**src/rtl/mbs_pkg.sv**
```systemverilog
package mbs_pkg;

  typedef enum logic [2:0] {
    PH_IDLE = 3'd0,
    PH_ADDR = 3'd1,
    PH_CMD  = 3'd2,
    PH_DATA = 3'd3,
    PH_WAIT = 3'd4,
    PH_END  = 3'd5
  } phase_t;

  // Next phase of a bus cycle given request and target-ready inputs.
  function automatic phase_t phase_next(phase_t cur, logic take, logic rdy);
    phase_t nxt;
    case (cur)
      PH_IDLE: nxt = take ? PH_ADDR : PH_IDLE;
      PH_ADDR: nxt = PH_CMD;
      PH_CMD:  nxt = PH_DATA;
      PH_DATA,
      PH_WAIT: nxt = rdy ? PH_END : PH_WAIT;
      PH_END:  nxt = take ? PH_ADDR : PH_IDLE;
      default: nxt = PH_IDLE;
    endcase
    return nxt;
  endfunction

  // True in phases where the data strobe is active.
  function automatic logic in_strobe(phase_t p);
    return (p == PH_CMD) || (p == PH_DATA) || (p == PH_WAIT);
  endfunction

  // True in phases where the target ready input decides progress.
  function automatic logic in_sample(phase_t p);
    return (p == PH_DATA) || (p == PH_WAIT);
  endfunction

endpackage

```
**src/rtl/mbs_fsm.sv**
```systemverilog
module mbs_fsm
  import mbs_pkg::*;
(
  input  logic   clk,
  input  logic   rst,
  input  logic   req_valid,
  input  logic   ready_in,
  output phase_t phase,
  output logic   accept,
  output logic   open_slot,
  output logic   sample_ok
);

  phase_t phase_q;

  assign open_slot = (phase_q == PH_IDLE) || (phase_q == PH_END);
  assign accept    = req_valid && open_slot;
  assign sample_ok = in_sample(phase_q) && ready_in;
  assign phase     = phase_q;

  always_ff @(posedge clk) begin
    if (rst) phase_q <= PH_IDLE;
    else     phase_q <= phase_next(phase_q, accept, ready_in);
  end


  addr_then_cmd_chk: assert property (@(posedge clk) disable iff (rst)
    phase_q == PH_ADDR |=> phase_q == PH_CMD);


  wait_repeat_chk: assert property (@(posedge clk) disable iff (rst)
    (in_sample(phase_q) && !ready_in) |=> phase_q == PH_WAIT);


  chain_start_chk: assert property (@(posedge clk) disable iff (rst)
    (phase_q == PH_END && req_valid) |=> phase_q == PH_ADDR);

endmodule

```
**src/rtl/mbs_latch.sv**
```systemverilog
module mbs_latch #(
  parameter int ADDR_W = 20,
  parameter int DATA_W = 16
) (
  input  logic              clk,
  input  logic              rst,
  input  logic              accept,
  input  logic              sample_ok,
  input  logic              req_write,
  input  logic              req_mem,
  input  logic [ADDR_W-1:0] req_addr,
  input  logic [DATA_W-1:0] req_wdata,
  input  logic [DATA_W-1:0] ad_in,
  output logic              cur_write,
  output logic              cur_mem,
  output logic [ADDR_W-1:0] cur_addr,
  output logic [DATA_W-1:0] cur_wdata,
  output logic [DATA_W-1:0] rdata_q
);

  always_ff @(posedge clk) begin
    if (rst) begin
      cur_write <= 1'b0;
      cur_mem   <= 1'b0;
      cur_addr  <= '0;
      cur_wdata <= '0;
    end else if (accept) begin
      cur_write <= req_write;
      cur_mem   <= req_mem;
      cur_addr  <= req_addr;
      cur_wdata <= req_wdata;
    end
  end

  always_ff @(posedge clk) begin
    if (rst)                         rdata_q <= '0;
    else if (sample_ok && !cur_write) rdata_q <= ad_in;
  end

endmodule

```
**src/rtl/mbs_drive.sv**
```systemverilog
module mbs_drive
  import mbs_pkg::*;
#(
  parameter int ADDR_W = 20,
  parameter int DATA_W = 16
) (
  input  logic              clk,
  input  logic              rst,
  input  phase_t            phase,
  input  logic              cur_write,
  input  logic              cur_mem,
  input  logic [ADDR_W-1:0] cur_addr,
  input  logic [DATA_W-1:0] cur_wdata,
  output logic [DATA_W-1:0] ad_out,
  output logic              ad_oe,
  output logic [ADDR_W-DATA_W-1:0] a_hi,
  output logic              ale,
  output logic              mem_io,
  output logic              dt_r,
  output logic              den_n,
  output logic              rd_n,
  output logic              wr_n
);

  localparam int HI_W = ADDR_W - DATA_W;

  logic is_addr, is_strb, is_end, busy;

  assign is_addr = (phase == PH_ADDR);
  assign is_strb = in_strobe(phase);
  assign is_end  = (phase == PH_END);
  assign busy    = (phase != PH_IDLE);

  always_comb begin
    ale    = is_addr;
    ad_oe  = is_addr || (cur_write && (is_strb || is_end));
    ad_out = is_addr ? cur_addr[DATA_W-1:0] : (cur_write ? cur_wdata : '0);
    a_hi   = is_addr ? cur_addr[ADDR_W-1:DATA_W] : {HI_W{1'b0}};
    rd_n   = !(is_strb && !cur_write);
    wr_n   = !(is_strb && cur_write);
    den_n  = !(is_strb || (is_end && cur_write));
    mem_io = busy && cur_mem;
    dt_r   = busy && cur_write;
  end


  ale_single_chk: assert property (@(posedge clk) disable iff (rst)
    ale |=> !ale);


  strobe_excl_chk: assert property (@(posedge clk) disable iff (rst)
    !(!rd_n && !wr_n));


  read_release_chk: assert property (@(posedge clk) disable iff (rst)
    !rd_n |-> !ad_oe);


  den_after_ale_chk: assert property (@(posedge clk) disable iff (rst)
    $fell(den_n) |-> $past(ale));

endmodule

```
**src/rtl/mux_bus_seq.sv**
```systemverilog
module mux_bus_seq
  import mbs_pkg::*;
#(
  parameter int ADDR_W = 20,
  parameter int DATA_W = 16
) (
  input  logic              clk,
  input  logic              rst,
  input  logic              req_valid,
  input  logic              req_write,
  input  logic              req_mem,
  input  logic [ADDR_W-1:0] req_addr,
  input  logic [DATA_W-1:0] req_wdata,
  output logic              req_ready,
  input  logic              ready_in,
  input  logic [DATA_W-1:0] ad_in,
  output logic [DATA_W-1:0] ad_out,
  output logic              ad_oe,
  output logic [ADDR_W-DATA_W-1:0] a_hi,
  output logic              ale,
  output logic              mem_io,
  output logic              dt_r,
  output logic              den_n,
  output logic              rd_n,
  output logic              wr_n,
  output logic              rsp_done,
  output logic [DATA_W-1:0] rsp_rdata
);

  phase_t            phase;
  logic              accept, open_slot, sample_ok;
  logic              cur_write, cur_mem;
  logic [ADDR_W-1:0] cur_addr;
  logic [DATA_W-1:0] cur_wdata, rdata_q;

  mbs_fsm u_fsm (
    .clk       (clk),
    .rst       (rst),
    .req_valid (req_valid),
    .ready_in  (ready_in),
    .phase     (phase),
    .accept    (accept),
    .open_slot (open_slot),
    .sample_ok (sample_ok)
  );

  mbs_latch #(.ADDR_W(ADDR_W), .DATA_W(DATA_W)) u_latch (
    .clk       (clk),
    .rst       (rst),
    .accept    (accept),
    .sample_ok (sample_ok),
    .req_write (req_write),
    .req_mem   (req_mem),
    .req_addr  (req_addr),
    .req_wdata (req_wdata),
    .ad_in     (ad_in),
    .cur_write (cur_write),
    .cur_mem   (cur_mem),
    .cur_addr  (cur_addr),
    .cur_wdata (cur_wdata),
    .rdata_q   (rdata_q)
  );

  mbs_drive #(.ADDR_W(ADDR_W), .DATA_W(DATA_W)) u_drive (
    .clk       (clk),
    .rst       (rst),
    .phase     (phase),
    .cur_write (cur_write),
    .cur_mem   (cur_mem),
    .cur_addr  (cur_addr),
    .cur_wdata (cur_wdata),
    .ad_out    (ad_out),
    .ad_oe     (ad_oe),
    .a_hi      (a_hi),
    .ale       (ale),
    .mem_io    (mem_io),
    .dt_r      (dt_r),
    .den_n     (den_n),
    .rd_n      (rd_n),
    .wr_n      (wr_n)
  );

  assign req_ready = open_slot;
  assign rsp_done  = (phase == PH_END);
  assign rsp_rdata = rdata_q;


  select_hold_chk: assert property (@(posedge clk) disable iff (rst)
    (!rd_n || !wr_n) |-> ($stable(mem_io) && $stable(dt_r)));


  done_after_strobe_chk: assert property (@(posedge clk) disable iff (rst)
    $rose(rsp_done) |-> $past(!rd_n || !wr_n));

endmodule

```
**config.mk**
```make
export PLATFORM = sky130hd
export DESIGN_NAME = mux_bus_seq
export DESIGN_NICKNAME = d
export VERILOG_FILES = /design/src/rtl/mbs_pkg.sv /design/src/rtl/mbs_fsm.sv /design/src/rtl/mbs_latch.sv /design/src/rtl/mbs_drive.sv /design/src/rtl/mux_bus_seq.sv
export SDC_FILE = /design/constraint.sdc
export NUM_CORES = 1
export LEC_CHECK = 0
export CAP_MARGIN = 10
export CORE_ASPECT_RATIO = 1.75
export CORE_MARGIN = 4
export CORE_UTILIZATION = 45
export DETAILED_ROUTE_END_ITERATION = 8
export GPL_TIMING_DRIVEN = 0
export PLACE_DENSITY = 0.8
export SYNTH_ARGS = -nofsm -noshare
export SYNTH_HDL_FRONTEND = slang
export SYNTH_SLANG_ARGS = --single-unit
```
**constraint.sdc**
```tcl
create_clock -name clk -period 2.05 [get_ports clk]
set_input_delay 0.41 -clock clk [delete_from_list [all_inputs] [get_ports clk]]
set_output_delay 0.41 -clock clk [all_outputs]
set_load 0.02 [all_outputs]
```
# Word-level counts from Yosys, hierarchy flattened
# Index checks and enable logic that the tools add are counted.
# W data, S select, Z words.
op_classes:
  n_eq_ne: 5
  n_mux: 6
  n_reduce_logical: 24
ops:
  columns: ["operator", "n"]
  rows:
  - ["$mux W16", 2]
  - ["$pmux W3 S4", 1]
  - ["$logic_and A1 B1 Y1", 9]
  - ["$logic_or A1 B1 Y1", 7]
  - ["$eq A3 B2 Y1 const B", 2]
  - ["$eq A3 B3 Y1 const B", 2]
  - ["$logic_not A1 Y1", 4]
  - ["$mux W4", 1]
  - ["$reduce_or A2 Y1", 2]
  - ["$eq A3 B1 Y1 const B", 1]
  - ["$logic_not A3 Y1", 1]
  - ["$reduce_bool A3 Y1", 1]
  - ["$mux W1", 2]
totals:
  regBits: 57
  input_bits: 58
  output_inout_bits: 45
  word_cells: 41

# Depth between registers and ports, before layout
# Gate-level depths: netlist (run 1).
depth:
  word_depth: 6
  mapped_depth: 6
  mapped_depth_nobuf: 3

# Hierarchy
# A second synthesis (run 1) with hierarchy kept.
hier_totals:
  hier_cells: 286
  hier_area_um2: 2730.1
by_module_without_submodules:
  columns: ["mod", "instances", "cells_each", "area_per_inst_um2"]
  rows:
  - ["mbs_latch", 1, 193, 2103.3]
  - ["mbs_drive", 1, 71, 440.4]
  - ["mbs_fsm", 1, 21, 177.7]
  - ["mux_bus_seq", 1, 1, 8.8]

# Least setup slack after synthesis (run 1)
# Ideal clock, no wire load.
synth_timing:
  path_kind: "reg2out"
  startpoint: "register u_fsm.phase_q[2] (netlist: u_fsm.phase[2])"
  endpoint: "output ad_out[10]"
  arrival_ps: 1425
  t_required_ps: 1640
  path_slack_ps: 215
  path_stages_with_launch: 7
  cell_sequence: "dfxtp_1 -> buf_4 -> nor3b_1 -> clkbuf_1 -> buf_2 -> nand2_1 -> o21ai_0"
synth_between:
  elab_chain_len: 2
synth_lines:
  columns: ["element", "line", "text"]
  rows:
  - ["from (decl)", "mbs_fsm.sv:14", "phase_t phase_q;"]
  - ["from (signal assigned)", "mbs_fsm.sv:23", "else phase_q <= phase_next(phase_q, accept, ready_in);"]
  - ["$eq A3 B1 Y1", "mbs_drive.sv:29", "assign is_addr = (phase == PH_ADDR);"]
  - ["net ale", "mux_bus_seq.sv:20", "output logic ale,"]
  - ["$mux W16", "mbs_drive.sv:37", "ad_out = is_addr ? cur_addr[DATA_W-1:0] : (cur_write ? cur_wdata : '0);"]
  - ["to (decl)", "mux_bus_seq.sv:17", "output logic [DATA_W-1:0] ad_out,"]
# The timed path passes the listed nets, and every way through them passes these cells.

# Worst setup path in the final report (run 1)
layout_timing:
  startpoint: "register u_fsm.phase_q[2] (netlist: u_fsm.phase[2])"
  endpoint: "output ad_out[13]"
layout_between:
  elab_chain_len: 2
layout_lines:
  columns: ["element", "line"]
  rows:
  - ["$eq A3 B1 Y1", "mbs_drive.sv:29"]
  - ["$mux W16", "mbs_drive.sv:37"]
# Every way passes these cells.

==> results by group, run 1 <==
Global route
  • Antenna violations before repair: 0
  • Total track usage: 0.1973
  • GRT overflow: 0
  • Number of global-route vias before repair: 2738
  • Largest net degree at the start of global routing: 11
  • First-pass GRT wire length: 12740 um

STA
  • Setup ws final: 0.05868 ns
  • RSZ-0062 raised after global routing: yes
  • Final setup viols: 0
  • Slew Viols, Final: 0
  • Fmax: 502.2 MHz
  • Final period util: 0.9714
  • Clk_skew: 0.007185 ns
  • Worst Tran Pin Value: 0.4067 ns
  • Final hold viol count: 0
  • Fin crit period: 1.991 ns
  • Slew margin rel.: 0.7289

Critical path
  • Startpoint types: flip-flop
  • WS Path Type: flip-flop to output port
  • Critical path arrival: 1.58 ns
  • Crit. End Element: output port
  • Critical Path RT: 1.64 ns
  • Worst Reg2Reg Path Length in Cells: 5
  • CP Max Fanout: 8

Routing
  • DR vias: 2546
  • Vias per cell: 4.795
  • DR iter-0 viols: 110
  • First drt pass iteration count: 4
  • Drt wl/cell: 14.44 um
  • Post-route ant nets: 0
  • WL final: 7670 um
  • # DRC: 0

Logic synthesis
  • Avg Inst Size Synth: 8.999 sq um
  • Post-Synthesis Cells: 327
  • Yosys warns: 0
  • Post-synth EDFFs: 0
  • Post-synth ARST share: 0
  • Synth area leaders: dfxtp_1 (39%), nand2b_1 (23%), mux2i_1 (18%)
  • Post-synthesis register bit count: 57
  • Adder-Cell Fraction of Synth Area: 0
  • Main combinational cell family by area after synthesis: simple AND/OR/NAND/NOR gates
  • Post-synth cell types: 28
  • Register area share after synthesis: 0.3878
  • Synth top area share: 0.3878
  • Top FF cell, synth: dfxtp_1
  • Synth area leader: dfxtp_1
  • Post-synthesis xor/xnor area fraction: 0.005952
  • Top-count cell post-synth: nand2b_1
  • Syn Std Cell Area: 2943 sq um
  • Top cells by count, synth: nand2b_1 (110), dfxtp_1 (57), mux2i_1 (54)
  • Simple-gate share of the synthesized area: 0.3197
  • Mux contribution to synthesized area: 0.1875
  • Compound-Gate Fraction of Synth Area: 0.04889
  • Syn Nets: 385

Placement
  • Buffers on Ports: 101
  • Placed Cells: 508
  • Routability Congestion: 0.8163
  • Place WS: -0.5664 ns
  • Half-perimeter wire length after placement: 5642 um

Finish
  • Final nets: 505
  • Layout area overhead: 46.05%
  • Final instance count without filler cells: 531
  • # diodes: 0
  • Multi-input logic area: 1689 sq um
  • Layout cells sized above 1: 0.1641
  • Register area: 1146 sq um
  • Fill count: 550

Floorplan
  • Core box area: 6276 sq um
  • I/O pins: 103
  • Die Wd: 69.13 um
  • Row Count: 38
  • Die footprint: 7949 sq um
  • Initial Util: 0.4689
  • Die Y-Extent: 115.0 um

Clock tree
  • Cts bufs inserted: 9
  • Reg clk slew, reported paths: 0.06 ns
  • CTS Hold Bufs: 0
  • H-Tree Depth: 3
  • CTS tree: yes
  • Buffer depth of the longest clock path: 2
  • Clock Root Buffer: clkbuf_8
  • Clk_lat worst skew: 0.32 ns
  • Clock sink count: 57

Outcome
  • Status: finished clean

Flow run
  • Max Cap Violations: 0

Pwr
  • LEAKAGE: 1.690 nW
  • Pwr dens: 766.0 nW/um^2
  • Peak supply drop: 0.0004426 V

Min path
  • Worst min path class: flip-flop to flip-flop
  • Hold Path Depth: 2
[worst max-delay path, stage by stage, from the launching register on]
cell,delay [ns]
dfxtp_4,0.38
nor3b_4,0.24
buf_8,0.18
buf_6,0.13
buf_6,0.09
nand2_2,0.05
o21ai_2,0.06
buf_6,0.13
[power by group]
group / leakage, nW / switching [mW] / internal [mW]
clock network: 0.102 / 0.419 / 0.617
logic: 1.12 / 0.467 / 0.501
registers: 0.467 / 0.0672 / 1.22
total: 1.69 / 0.953 / 2.34
[kinds of logic after synthesis]
kind of cell,Yosys count
AOI/OAI and AO/OA,25
muxes,55
xor gates and xnor gates,2
and+or+nand+nor,162
buffers and inverters,26
DFF,57
[layer usage]
metal | track usage | part of all wire | wire, um
met2 | 0.3699 | 0.56 | 4257
met5 | 0 | 0 | 0
met4 | 0.08475 | 0.015 | 116
met1 | 0.2013 | 0.38 | 2889
met3 | 0.05774 | 0.053 | 407
[worst paths after layout]
kind	startpoint	end	slack [ns]
max	u_fsm.phase[2]	ad_out[13]	0.06
min	u_latch.cur_mem	u_latch.cur_mem	0.47
max reg2reg	u_fsm.phase[2]	u_latch.rdata_q[10]	0.26
min reg2reg	u_latch.cur_mem	u_latch.cur_mem	0.47
[layout make-up]
cell class / count / area share
Multi-Input combinational cell: 244 / 0.3930
Sequential cell: 57 / 0.2667
Timing Repair Buffer: 110 / 0.2317
Buffer: 25 / 0.03988
Clock buffer: 12 / 0.03610
Tap cell: 80 / 0.02329
Clock inverter: 3 / 0.009316
[cell usage in the layout (no fill, tap or decap), types with 8 or more instances in the layout]
cell type / netlist / layout
clkbuf_8: 0 / 11
buf_4: 4 / 17
buf_6: 2 / 8
nand2_1: 34 / 32
dfxtp_1: 57 / 55
clkbuf_1: 16 / 13
buf_2: 3 / 12
nand2b_1: 110 / 110
mux2i_1: 54 / 54
clkdlybuf4s50_1: 0 / 72
o21ai_1: 0 / 11
[state kept, by name (all words and copies together), names as in the netlist]
signal             cells
u_latch.cur_wdata     16
u_latch.rdata_q       16
u_latch.cur_mem        1
u_fsm.phase            3
u_latch.cur_write      1
u_latch.cur_addr      20
[through the flow]
step | total power [mW] | hold slack [ns] | TNS [ns] | area, sq um | util
2_1_floorplan | 1.839 | 0.4441 | 0 | 2943 | -
3_3_place_gp | 2.183 | 0.4532 | -9.835 | 4054 | 0.6459
3_5_place_dp | 2.198 | 0.4608 | -9.811 | 4054 | 0.6459
4_1_cts | 3.323 | 0.4758 | -0.7450 | 4323 | 0.6888
5_1_grt | 3.447 | 0.4864 | -0.01227 | 4298 | 0.6848
6_report | 3.292 | 0.4698 | 0 | 4298 | 0.6848
[repair_timing]
| item | in CTS | in global routing |
|---|---|---|
| pin swaps | 1 | 1 |
| endpoints found under the hold margin | 0 | 0 |
| cloned | 3 | 0 |
| setup buffers | 8 | 0 |
| endpoints found under the setup margin | 29 | 24 |
| gates resized for setup | 147 | 24 |
No activity file was read; power rests on OpenSTA's default activity.
==> run 2, diff against run 1 <==
ABC_AREA = 0   (was unset)
ABC_CLOCK_PERIOD_IN_PS = 2050   (was unset)
==> results of run 2 <==
The final DEF is identical to that of run 1; final timing and power are the same.
